<file path="config.mk">
export PLATFORM = sky130hd
export DESIGN_NAME = alu_core
export DESIGN_NICKNAME = d
export VERILOG_FILES = /design/src/rtl/alu_pkg.sv /design/src/rtl/alu_decode.sv /design/src/rtl/alu_adder.sv /design/src/rtl/alu_logic.sv /design/src/rtl/alu_core.sv
export SDC_FILE = /design/constraint.sdc
export NUM_CORES = 1
export LEC_CHECK = 0
export BUFFER_PORTS_ARGS = -buffer_cell sky130_fd_sc_hd__buf_2
export CAP_MARGIN = 20
export CORE_MARGIN = 4
export CORE_UTILIZATION = 50
export DETAILED_ROUTE_END_ITERATION = 7
export PLACE_DENSITY = 0.82
export SLEW_MARGIN = 0
export SYNTH_ARGS = -nofsm -noshare
export SYNTH_HDL_FRONTEND = slang
export SYNTH_HIERARCHICAL = 1
export SYNTH_SLANG_ARGS = --single-unit
</file>
<file path="constraint.sdc">
create_clock -name vclk -period 39
set_clock_uncertainty 0.2 [all_clocks]
set_input_delay 3.9 -clock vclk [all_inputs]
set_output_delay 3.9 -clock vclk [all_outputs]
set_load 0.01 [all_outputs]
</file>
<file path="src/rtl/alu_pkg.sv">
package alu_pkg;

  typedef enum logic [3:0] {
    OP_AND  = 4'b0000,
    OP_OR   = 4'b0001,
    OP_ADD  = 4'b0010,
    OP_ADDU = 4'b0011,
    OP_XOR  = 4'b0100,
    OP_NOR  = 4'b0101,
    OP_SUB  = 4'b0110,
    OP_SLT  = 4'b0111,
    OP_SUBU = 4'b1000,
    OP_SLTU = 4'b1001
  } alu_op_e;

  typedef enum logic [1:0] {
    LG_AND = 2'd0,
    LG_OR  = 2'd1,
    LG_XOR = 2'd2,
    LG_NOR = 2'd3
  } logic_fn_e;

  typedef enum logic [1:0] {
    SRC_NONE  = 2'd0,
    SRC_LOGIC = 2'd1,
    SRC_SUM   = 2'd2,
    SRC_LESS  = 2'd3
  } res_src_e;

  typedef struct packed {
    logic      sub;       // invert B, carry-in 1
    logic      chk_ovf;   // signed variant: report overflow
    logic      less_uns;  // less-than uses unsigned ordering
    logic_fn_e lfn;
    res_src_e  src;
  } alu_ctrl_t;

endpackage

</file>
<file path="src/rtl/alu_decode.sv">
module alu_decode
  import alu_pkg::*;
(
  input  logic [3:0] op_i,
  output alu_ctrl_t  ctrl_o
);

  always_comb begin
    ctrl_o = '{sub: 1'b0, chk_ovf: 1'b0, less_uns: 1'b0, lfn: LG_AND, src: SRC_NONE};
    case (op_i)
      OP_AND:  begin ctrl_o.src = SRC_LOGIC; ctrl_o.lfn = LG_AND; end
      OP_OR:   begin ctrl_o.src = SRC_LOGIC; ctrl_o.lfn = LG_OR;  end
      OP_XOR:  begin ctrl_o.src = SRC_LOGIC; ctrl_o.lfn = LG_XOR; end
      OP_NOR:  begin ctrl_o.src = SRC_LOGIC; ctrl_o.lfn = LG_NOR; end
      OP_ADD:  begin ctrl_o.src = SRC_SUM;   ctrl_o.chk_ovf = 1'b1; end
      OP_ADDU: begin ctrl_o.src = SRC_SUM;   end
      OP_SUB:  begin ctrl_o.src = SRC_SUM;   ctrl_o.sub = 1'b1; ctrl_o.chk_ovf = 1'b1; end
      OP_SUBU: begin ctrl_o.src = SRC_SUM;   ctrl_o.sub = 1'b1; end
      OP_SLT:  begin ctrl_o.src = SRC_LESS;  ctrl_o.sub = 1'b1; end
      OP_SLTU: begin ctrl_o.src = SRC_LESS;  ctrl_o.sub = 1'b1; ctrl_o.less_uns = 1'b1; end
      default: ;
    endcase
  end

endmodule

</file>
<file path="src/rtl/alu_adder.sv">
module alu_adder #(
  parameter int unsigned WIDTH = 32
) (
  input  logic [WIDTH-1:0] a_i,
  input  logic [WIDTH-1:0] b_i,
  input  logic             sub_i,
  output logic [WIDTH-1:0] sum_o,
  output logic             c_msb_o,  // carry into top bit
  output logic             c_out_o   // carry out of top bit
);

  logic [WIDTH-1:0] b_eff;
  logic [WIDTH:0]   carry;

  assign b_eff = b_i ^ {WIDTH{sub_i}};

  always_comb begin
    carry[0] = sub_i;
    for (int i = 0; i < int'(WIDTH); i++) begin
      sum_o[i]     = a_i[i] ^ b_eff[i] ^ carry[i];
      carry[i+1]   = (a_i[i] & b_eff[i]) | (a_i[i] & carry[i]) | (b_eff[i] & carry[i]);
    end
  end

  assign c_msb_o = carry[WIDTH-1];
  assign c_out_o = carry[WIDTH];

endmodule

</file>
<file path="src/rtl/alu_logic.sv">
module alu_logic
  import alu_pkg::*;
#(
  parameter int unsigned WIDTH = 32
) (
  input  logic [WIDTH-1:0] a_i,
  input  logic [WIDTH-1:0] b_i,
  input  logic_fn_e        fn_i,
  output logic [WIDTH-1:0] y_o
);

  logic [WIDTH-1:0] g_and, g_or, g_xor, g_nor;

  for (genvar i = 0; i < WIDTH; i++) begin : g_bit
    assign g_and[i] = a_i[i] & b_i[i];
    assign g_or[i]  = a_i[i] | b_i[i];
    assign g_xor[i] = a_i[i] ^ b_i[i];
    assign g_nor[i] = ~(a_i[i] | b_i[i]);
  end

  always_comb begin
    unique case (fn_i)
      LG_AND:  y_o = g_and;
      LG_OR:   y_o = g_or;
      LG_XOR:  y_o = g_xor;
      default: y_o = g_nor;
    endcase
  end

endmodule

</file>
<file path="src/rtl/alu_core.sv">
module alu_core
  import alu_pkg::*;
#(
  parameter int unsigned WIDTH = 32
) (
  input  logic [WIDTH-1:0] a_i,
  input  logic [WIDTH-1:0] b_i,
  input  logic [3:0]       op_i,
  output logic [WIDTH-1:0] result_o,
  output logic             zero_o,
  output logic             ovf_o
);

  localparam int unsigned MSB = WIDTH - 1;

  alu_ctrl_t        ctrl;
  logic [WIDTH-1:0] sum, lres;
  logic             c_msb, c_out, ovf_raw, less_s, less_u, less_bit;

  alu_decode i_decode (
    .op_i   (op_i),
    .ctrl_o (ctrl)
  );

  alu_adder #(.WIDTH(WIDTH)) i_adder (
    .a_i     (a_i),
    .b_i     (b_i),
    .sub_i   (ctrl.sub),
    .sum_o   (sum),
    .c_msb_o (c_msb),
    .c_out_o (c_out)
  );

  alu_logic #(.WIDTH(WIDTH)) i_logic (
    .a_i  (a_i),
    .b_i  (b_i),
    .fn_i (ctrl.lfn),
    .y_o  (lres)
  );

  assign ovf_raw  = c_msb ^ c_out;
  assign less_s   = sum[MSB] ^ ovf_raw;   // sign corrected for overflow
  assign less_u   = ~c_out;               // borrow out
  assign less_bit = ctrl.less_uns ? less_u : less_s;

  always_comb begin
    unique case (ctrl.src)
      SRC_LOGIC: result_o = lres;
      SRC_SUM:   result_o = sum;
      SRC_LESS:  result_o = {{(WIDTH-1){1'b0}}, less_bit};
      default:   result_o = '0;
    endcase
  end

  assign ovf_o  = ctrl.chk_ovf & ovf_raw;
  assign zero_o = ~|result_o;

endmodule

</file>
# Word level (Yosys, flattened, before mapping)
# Cells that the tools add are included.
classes:
  n_eq_ne: 14
  mux: 8
  bitwise: 357
  n_reduce_logical: 9
op_table:
  columns: ["cell", "n"]
  rows:
  - ["$pmux 32 s3", 2]
  - ["$and 1x1->1", 129]
  - ["$xor 1x1->1", 98]
  - ["$or 1x1->1", 96]
  - ["$not 1->1", 33]
  - ["$reduce_or 32->1", 1]
  - ["$xor 32x32->32", 1]
  - ["$eq 4x3->1 const B", 4]
  - ["$pmux 2 s3", 2]
  - ["$reduce_or 4->1", 3]
  - ["$eq 4x2->1 const B", 2]
  - ["$eq 4x4->1 const B", 2]
  - ["$eq 2x2->1 const B", 3]
  - ["$eq 2x1->1 const B", 2]
  - ["$eq 4x1->1 const B", 1]
  - ["$logic_not 4->1", 1]
  - ["$mux 1", 4]
  - ["$reduce_or 2->1", 2]
  - ["$logic_not 2->1", 1]
  - ["$logic_not 1->1", 1]
totals:
  register_bits: 0
  inputBits: 68
  out_inout_bits: 34
  wordCells: 388

# Depth between registers and ports, before layout
# Gate-level depths: netlist (run 1).
logic_depth:
  depth_word: 106
  mapped_depth: 42
  mapped_depth_nobuf: 40

# Hierarchy
# Netlist (run 1), hierarchy kept.
by_module_without_submodules:
  columns: ["mod", "instances", "cells_per_inst", "area_per_inst_um2", "seq_area_each_um2"]
  rows:
  - ["alu_logic", 1, 306, 2242.2, 0.0]
  - ["alu_adder", 1, 129, 1198.6, 0.0]
  - ["alu_core", 1, 74, 545.5, 0.0]
  - ["alu_decode", 1, 10, 76.3, 0.0]

# Worst setup path before layout (run 1)
# Ideal clock, no wire load.
synth_path:
  path_type: "input-to-output"
  startpoint: "input port op_i[2]"
  endpoint: "output port zero_o"
  t_arrival_ns: 16.768
  required_ns: 34.900
  path_slack_ns: 18.132
  cell_stages: 42
  n_path_buf: 2
  path_cell_list: "nor2_1 > a22o_1 > buf_6 > buf_6 > xor2_1 > fa_1 > fa_1 > inv_1 > fa_1 > fa_1 > fa_1 > fa_1 > fa_1 > fa_1 > fa_1 > fa_1 > fa_1 > fa_1 > [6 not listed] > fa_1 > fa_1 > fa_1 > fa_1 > fa_1 > fa_1 > fa_1 > fa_1 > fa_1 > fa_1 > fa_1 > fa_1 > xnor2_1 > xor2_1 > nor2_1 > xor2_1 > o21ai_1 > nor3_2"
synth_lines:
  columns: ["item", "line_no", "source"]
  rows:
  - ["from (decl)", "alu_core.sv:8", "input logic [3:0] op_i,"]
  - ["to (decl)", "alu_core.sv:10", "output logic zero_o,"]

==> metrics.md, run 1 <==
| Metric | Value |
|---|---|
| Outcome | complete, no violations |
| Worst setup path class | in2out |
| DR vias | 3,790 |
| CLK BUF | 0 |
| Area Overhead vs Synth | 11.2% |
| Worst Path Required | 34,900 ps |
| Fmax | between 40 and 50 MHz |
| Bufs and invs on worst path | 3 |
| All-layer global routing usage | 0.208 |
| Syn Inst Count | just over 500 |
| Pwr Total | 0.0759 mW |
| Hold Path Class | in2out |
| Number of global-route vias before repair | 3,672 |
| CP max-delay cell | a22o_2 |
| Post-CTS setup buffer count | 0 |
| Count leader, synth | inv_1 |
| I/O Buffers | around 100 |
| Share of cells above drive strength 1 | 0.254 |
| Initial antenna violation count | 0 |
| Hold path start | op_i[0] |
| Crit-path most repeated cell | fa_1 |
| GPL Wtd Cong | about 0.92 |
| Fill cells | 750 |
| Pwr Density | 16.8 nW/um^2 |
| WHS Endpoint | ovf_o |
| Sequential Power Share | 0 |
| DRT iter0 DRCs | 262 |
| Die width | 98.1 um |
| Core Box Area | 7810 sq um |
| Num ports | 102 |
| Setup TNS | 0 ps |
| Peak supply drop | 0.00907 mV |
| Clk network pwr share | 0 |
| Critical Path Start Type | input port |
| Die span in y | 98.1 um |
| Synthesis Warnings | 6 |
| Fin crit share | 0.571 |
| RSZ-0062 raised after global routing | false |
| Max-cap viol count | 0 |
| Leakage power | 2.50 nW |
| Ranking of synthesized cells by area | ha_1, fa_1, inv_1 |
| N_diodes | 0 |
| Register area | 0 sq um |
| Pre-CTS setup slack | between 15,000 and 20,000 ps |
| Top cells by count, synth | inv_1, ha_1, nand2_1 |
| DRT Pass-1 Iters | 5 |
| Vias per cell | 5.44 |
| Hold WS | between 8000 and 9000 ps |
| Worst setup margin | 16,710 ps |
| Delay-heaviest family, CP | adder cells |
| Post-CTS Resized | 0 |
| CP endpoint kind | output pin |
| Final core occ | 0.579 |
| CP max stage delay | 860 ps |
| Cell area after synthesis | 4060 sq um |
| Fin. max-slew vios | 0 |
| Max_slew headroom | 0.279 |
| HPWL Detailed | between 8000 and 9000 um |
| DRC | 0 |
| GRT overflow | 0 |
| First-pass GRT wire length | 17,100 um |
| Final wirelength | 10,300 um |
| Crit path DAT | 18,190 ps |
| DR WL/cell | 14.8 um |
| Synth cell types | 42 |
| NetSw | around 0.043 mW |
| Logic pwr share | 1.000 |
| P_int | 0.0328 mW |
| Switching Share | 0.568 |
| Mean post-synth cell area | 7.83 sq um |
| Final-report hold violation count | 0 |
| Final setup violating endpoints | 0 |
| Final net count | 760 |
| Hold depth | 4 |
| Minimum clock period after layout | 22,290 ps |
| Top cell type's share of synthesized area | 0.200 |
| Slew @ Worst Pin | around 1100 ps |
| # hold bufs at CTS | 0 |
| Crit Path Max Fanout | 32 |
| Largest net degree at the start of global routing | 97 |
| Routed Antenna Nets | 0 |
| Initial Util | 0.520 |
| Seq cells | 0 |
| Register area share after synthesis | 0 |
| Rows | 32 |
| Die Area | 9630 sq um |
| Syn_nets | between 600 and 700 |
| Yosys top cell by area | ha_1 |
[worst max-delay path by stage]
stage	from	to	slack [ps]	cells past startpoint
after floorplan	op_i[2]	zero_o	18130	42
after global placement	op_i[1]	zero_o	17130	42
after detailed placement	op_i[1]	zero_o	16810	42
after CTS	op_i[1]	zero_o	16790	42
after global routing	op_i[1]	zero_o	16170	42
final	op_i[1]	zero_o	16710	42
[cell families after synthesis]
| kind of cell | count (synthesis) | synth area share |
|---|---|---|
| buffers and inverters | 152 | 0.169 |
| AO/OA/AOI/OAI | 106 | 0.167 |
| AND/OR/NAND/NOR | 101 | 0.130 |
| adder cells (fa/ha/maj) | 95 | 0.348 |
| XOR/XNOR | 36 | 0.0795 |
| multiplexers | 29 | 0.106 |
[cell usage in the layout (no fill, tap or decap), types with 2 or more instances in the layout]
master / instances
nand2_1: 58
a22o_1: 31
mux2_4: 28
buf_4: 4
xor2_1: 6
nand4_1: 2
nor2_1: 2
nor4_1: 14
nand3_1: 2
buf_2: 102
o21ai_0: 32
nor3b_2: 2
o21ai_1: 29
nor3_1: 4
a21oi_1: 4
nor2b_2: 3
inv_1: 122
nor2b_1: 4
o21bai_1: 4
ha_1: 65
nor2b_4: 4
fa_1: 30
xnor2_1: 29
[metal layers]
| metal | wire length (um) | part of all wire | vias to the layer above | track usage |
|---|---|---|---|---|
| met5 | 0 | 0 | - | 0 |
| li1 | - | - | 1808 | - |
| met2 | 5090 | 0.50 | 138 | 0.373 |
| met1 | 4280 | 0.42 | 1838 | 0.287 |
| met3 | 840 | 0.082 | 6 | 0.0143 |
| met4 | 74 | 0.0072 | 0 | 0.0137 |
[cell type report]
class | count | area (sq um) | share of cell area
inverter | 122 | 458 | 0.101
multi-input combinational | 367 | 3390 | 0.751
tap | 102 | 128 | 0.0283
timing repair buffer | 106 | 541 | 0.120
[per-stage QoR]
stage	area, sq um	instances
finish	4520	697
global route	4520	697
CTS	4520	697
detailed placement	4520	697
global placement	4520	697
floorplan	4060	519
[worst min-delay path, cell delays in order]
cell and delay [ps]:
buf_2 130, and2b_1 190, and2_1 110, buf_2 120
[power by group through the flow]
stage	registers, mW	logic [mW]	clock network [mW]
floorplan	0	0.0522	0
global placement	0	0.0718	0
detailed placement	0	0.0749	0
CTS	0	0.0751	0
global route	0	0.0845	0
finish	0	0.0759	0
No activity file was read; power rests on OpenSTA's default activity.
==> run 2: changes to the inputs <==
==> constraint.sdc (replaced) <==
create_clock -name vclk -period 22
set_clock_uncertainty 0.2 [all_clocks]
set_input_delay 2.2 -clock vclk [all_inputs]
set_output_delay 2.2 -clock vclk [all_outputs]
set_load 0.01 [all_outputs]
==> metrics.md, run 2 (synthesis gave the netlist of run 1 again) <==
| Metric | Value |
|---|---|
| Outcome | complete, no violations |
| Pwr Density | 29.8 nW/um^2 (+77%) |
| Die span in y | 98.1 um (unchanged) |
| Hold depth | 4 (unchanged) |
| DR WL/cell | 14.7 um (-0.29%) |
| First-pass GRT wire length | 16,900 um (-1.6%) |
| Worst Path Required | 19,600 ps (-15,300 ps) |
| DRC | 0 (unchanged) |
| P_int | 0.0582 mW (+78%) |
| Crit path DAT | 16,480 ps (-1710 ps) |
| CLK BUF | 0 (unchanged) |
| Die width | 98.1 um (unchanged) |
| CP max-delay cell | a22o_2 |
| Minimum clock period after layout | around 19,000 ps |
| All-layer global routing usage | 0.205 (-0.00217) |
| Register area | 0 sq um (unchanged) |
| Hold WS | 4730 ps (-3410 ps) |
| Initial antenna violation count | 0 (unchanged) |
| Fin. max-slew vios | 0 (unchanged) |
| Pre-CTS setup slack | 3200 ps (-13,610 ps) |
| Design Area, Final | 4520 sq um (unchanged) |
| Switching Share | 0.567 (-0.000786) |
| Fmax | 53.0 MHz |
| Leakage power | 2.50 nW (unchanged) |
| DRT iter0 DRCs | 212 (-19%) |
| GPL Wtd Cong | 0.915 (unchanged) |
| Routed Antenna Nets | 0 (unchanged) |
| Fin crit share | 0.858 |
| Number of global-route vias before repair | 3,659 (-0.35%) |
| Rows | 32 (unchanged) |
| Max-cap viol count | 0 (unchanged) |
| Fill cells | 736 (-1.9%) |
| Die Area | 9630 sq um (unchanged) |
| Final wirelength | 10,300 um (-0.29%) |
| Post-CTS Resized | 0 (unchanged) |
| Peak supply drop | 0.0160 mV (+76%) |
| DRT Pass-1 Iters | 4 (-1) |
| Slew @ Worst Pin | 1080 ps (-2.82 ps) |
| RSZ-0062 raised after global routing | false |
| Setup TNS | 0 ps (unchanged) |
| DR vias | 3,776 (-0.37%) |
| Crit-path most repeated cell | fa_1 |
| Pwr Total | 0.135 mW (+77%) |
| Placement Cell Area | 4520 sq um (unchanged) |
| Vias per cell | 5.42 (-0.37%) |
| Num ports | 102 (unchanged) |
| Initial Util | 0.520 (unchanged) |
| Core Box Area | 7810 sq um (unchanged) |
| Largest net degree at the start of global routing | 97 (unchanged) |
| Crit Path Max Fanout | 32 (unchanged) |
| Hold Path Class | in2out |
| Final net count | 760 (unchanged) |
| Clk network pwr share | 0 (unchanged) |
| Post-CTS setup buffer count | 0 (unchanged) |
| Logic pwr share | 1.000 (about the same) |
| Commonest cells after routing, fill and taps aside | inv_1, buf_2, ha_1 |
| Critical Path Start Type | input port |
| Multi-input gate area | 3390 sq um (unchanged) |
| N_diodes | 0 (unchanged) |
| Area Overhead vs Synth | 11.2% (unchanged) |
| CP endpoint kind | output pin |
| GRT overflow | 0 (unchanged) |
| I/O Buffers | 102 (unchanged) |
| Max_slew headroom | 0.281 (+0.00188) |
| Final-report hold violation count | 0 (unchanged) |
| Seq cells | 0 (unchanged) |
| Worst setup margin | 3120 ps (-13,600 ps) |
| Share of cells above drive strength 1 | 0.254 (unchanged) |
| NetSw | 0.0763 mW (+77%) |
| Sequential Power Share | 0 (unchanged) |
| CP max stage delay | 840 ps (-20 ps) |
| Worst setup path class | in2out |
| Final setup violating endpoints | 0 (unchanged) |
| Most common cell after layout, fill and taps aside | inv_1 |
| HPWL Detailed | 8580 um (about the same) |
| WHS Endpoint | ovf_o |
| # hold bufs at CTS | 0 (unchanged) |
| Hold path start | op_i[0] |
[run 2: cell counts in the layout (fill, tap and decap cells not counted)]
Identical to the previous run, type by type.
[run 2: layer usage]
metal / up-vias / global-route usage / wire length, um / part of all wire
met4: 0 / 0.0294 / 155 / 0.015
met5: - / 0 / 0 / 0
met1: 1802 / 0.274 / 4230 / 0.41
li1: 1817 / - / - / -
met2: 143 / 0.367 / 5100 / 0.50
met3: 14 / 0.0214 / 772 / 0.075
[run 2: layout make-up]
class / instances / area share
inverter: 122 / 0.101
timing repair buffer: 106 / 0.120
tap: 102 / 0.0283
multi-input combinational: 367 / 0.751
[run 2: worst max-delay path by stage]
stage                         to  startpoint  cells past startpoint  slack, ps
after CTS                 zero_o     op_i[1]                     42       3190
after global routing      zero_o     op_i[1]                     42       2570
after floorplan           zero_o     op_i[2]                     42       4530
after global placement    zero_o     op_i[1]                     42       3530
final                     zero_o     op_i[1]                     42       3120
after detailed placement  zero_o     op_i[1]                     42       3200
[run 2: through the flow]
stage                      util  cells
after floorplan               -    519
after global placement    0.579    697
after detailed placement  0.579    697
after CTS                 0.579    697
after global routing      0.579    697
final                     0.579    697
[run 2: worst max-delay path: cells and delay by family]
kind / cells / cell delay [ps]
fa+ha+maj: 30 / 11430
buf+inv: 3 / 360
mux: 1 / 310
xor+xnor: 3 / 630
simple gates: 3 / 590
compound gates: 2 / 950
[run 2: power by group through the flow]
stage | Clock, mW | Sequential (mW) | Combinational [mW]
after floorplan | 0 | 0 | 0.0926
final | 0 | 0 | 0.135
after global placement | 0 | 0 | 0.127
after global routing | 0 | 0 | 0.150
after detailed placement | 0 | 0 | 0.133
after CTS | 0 | 0 | 0.133
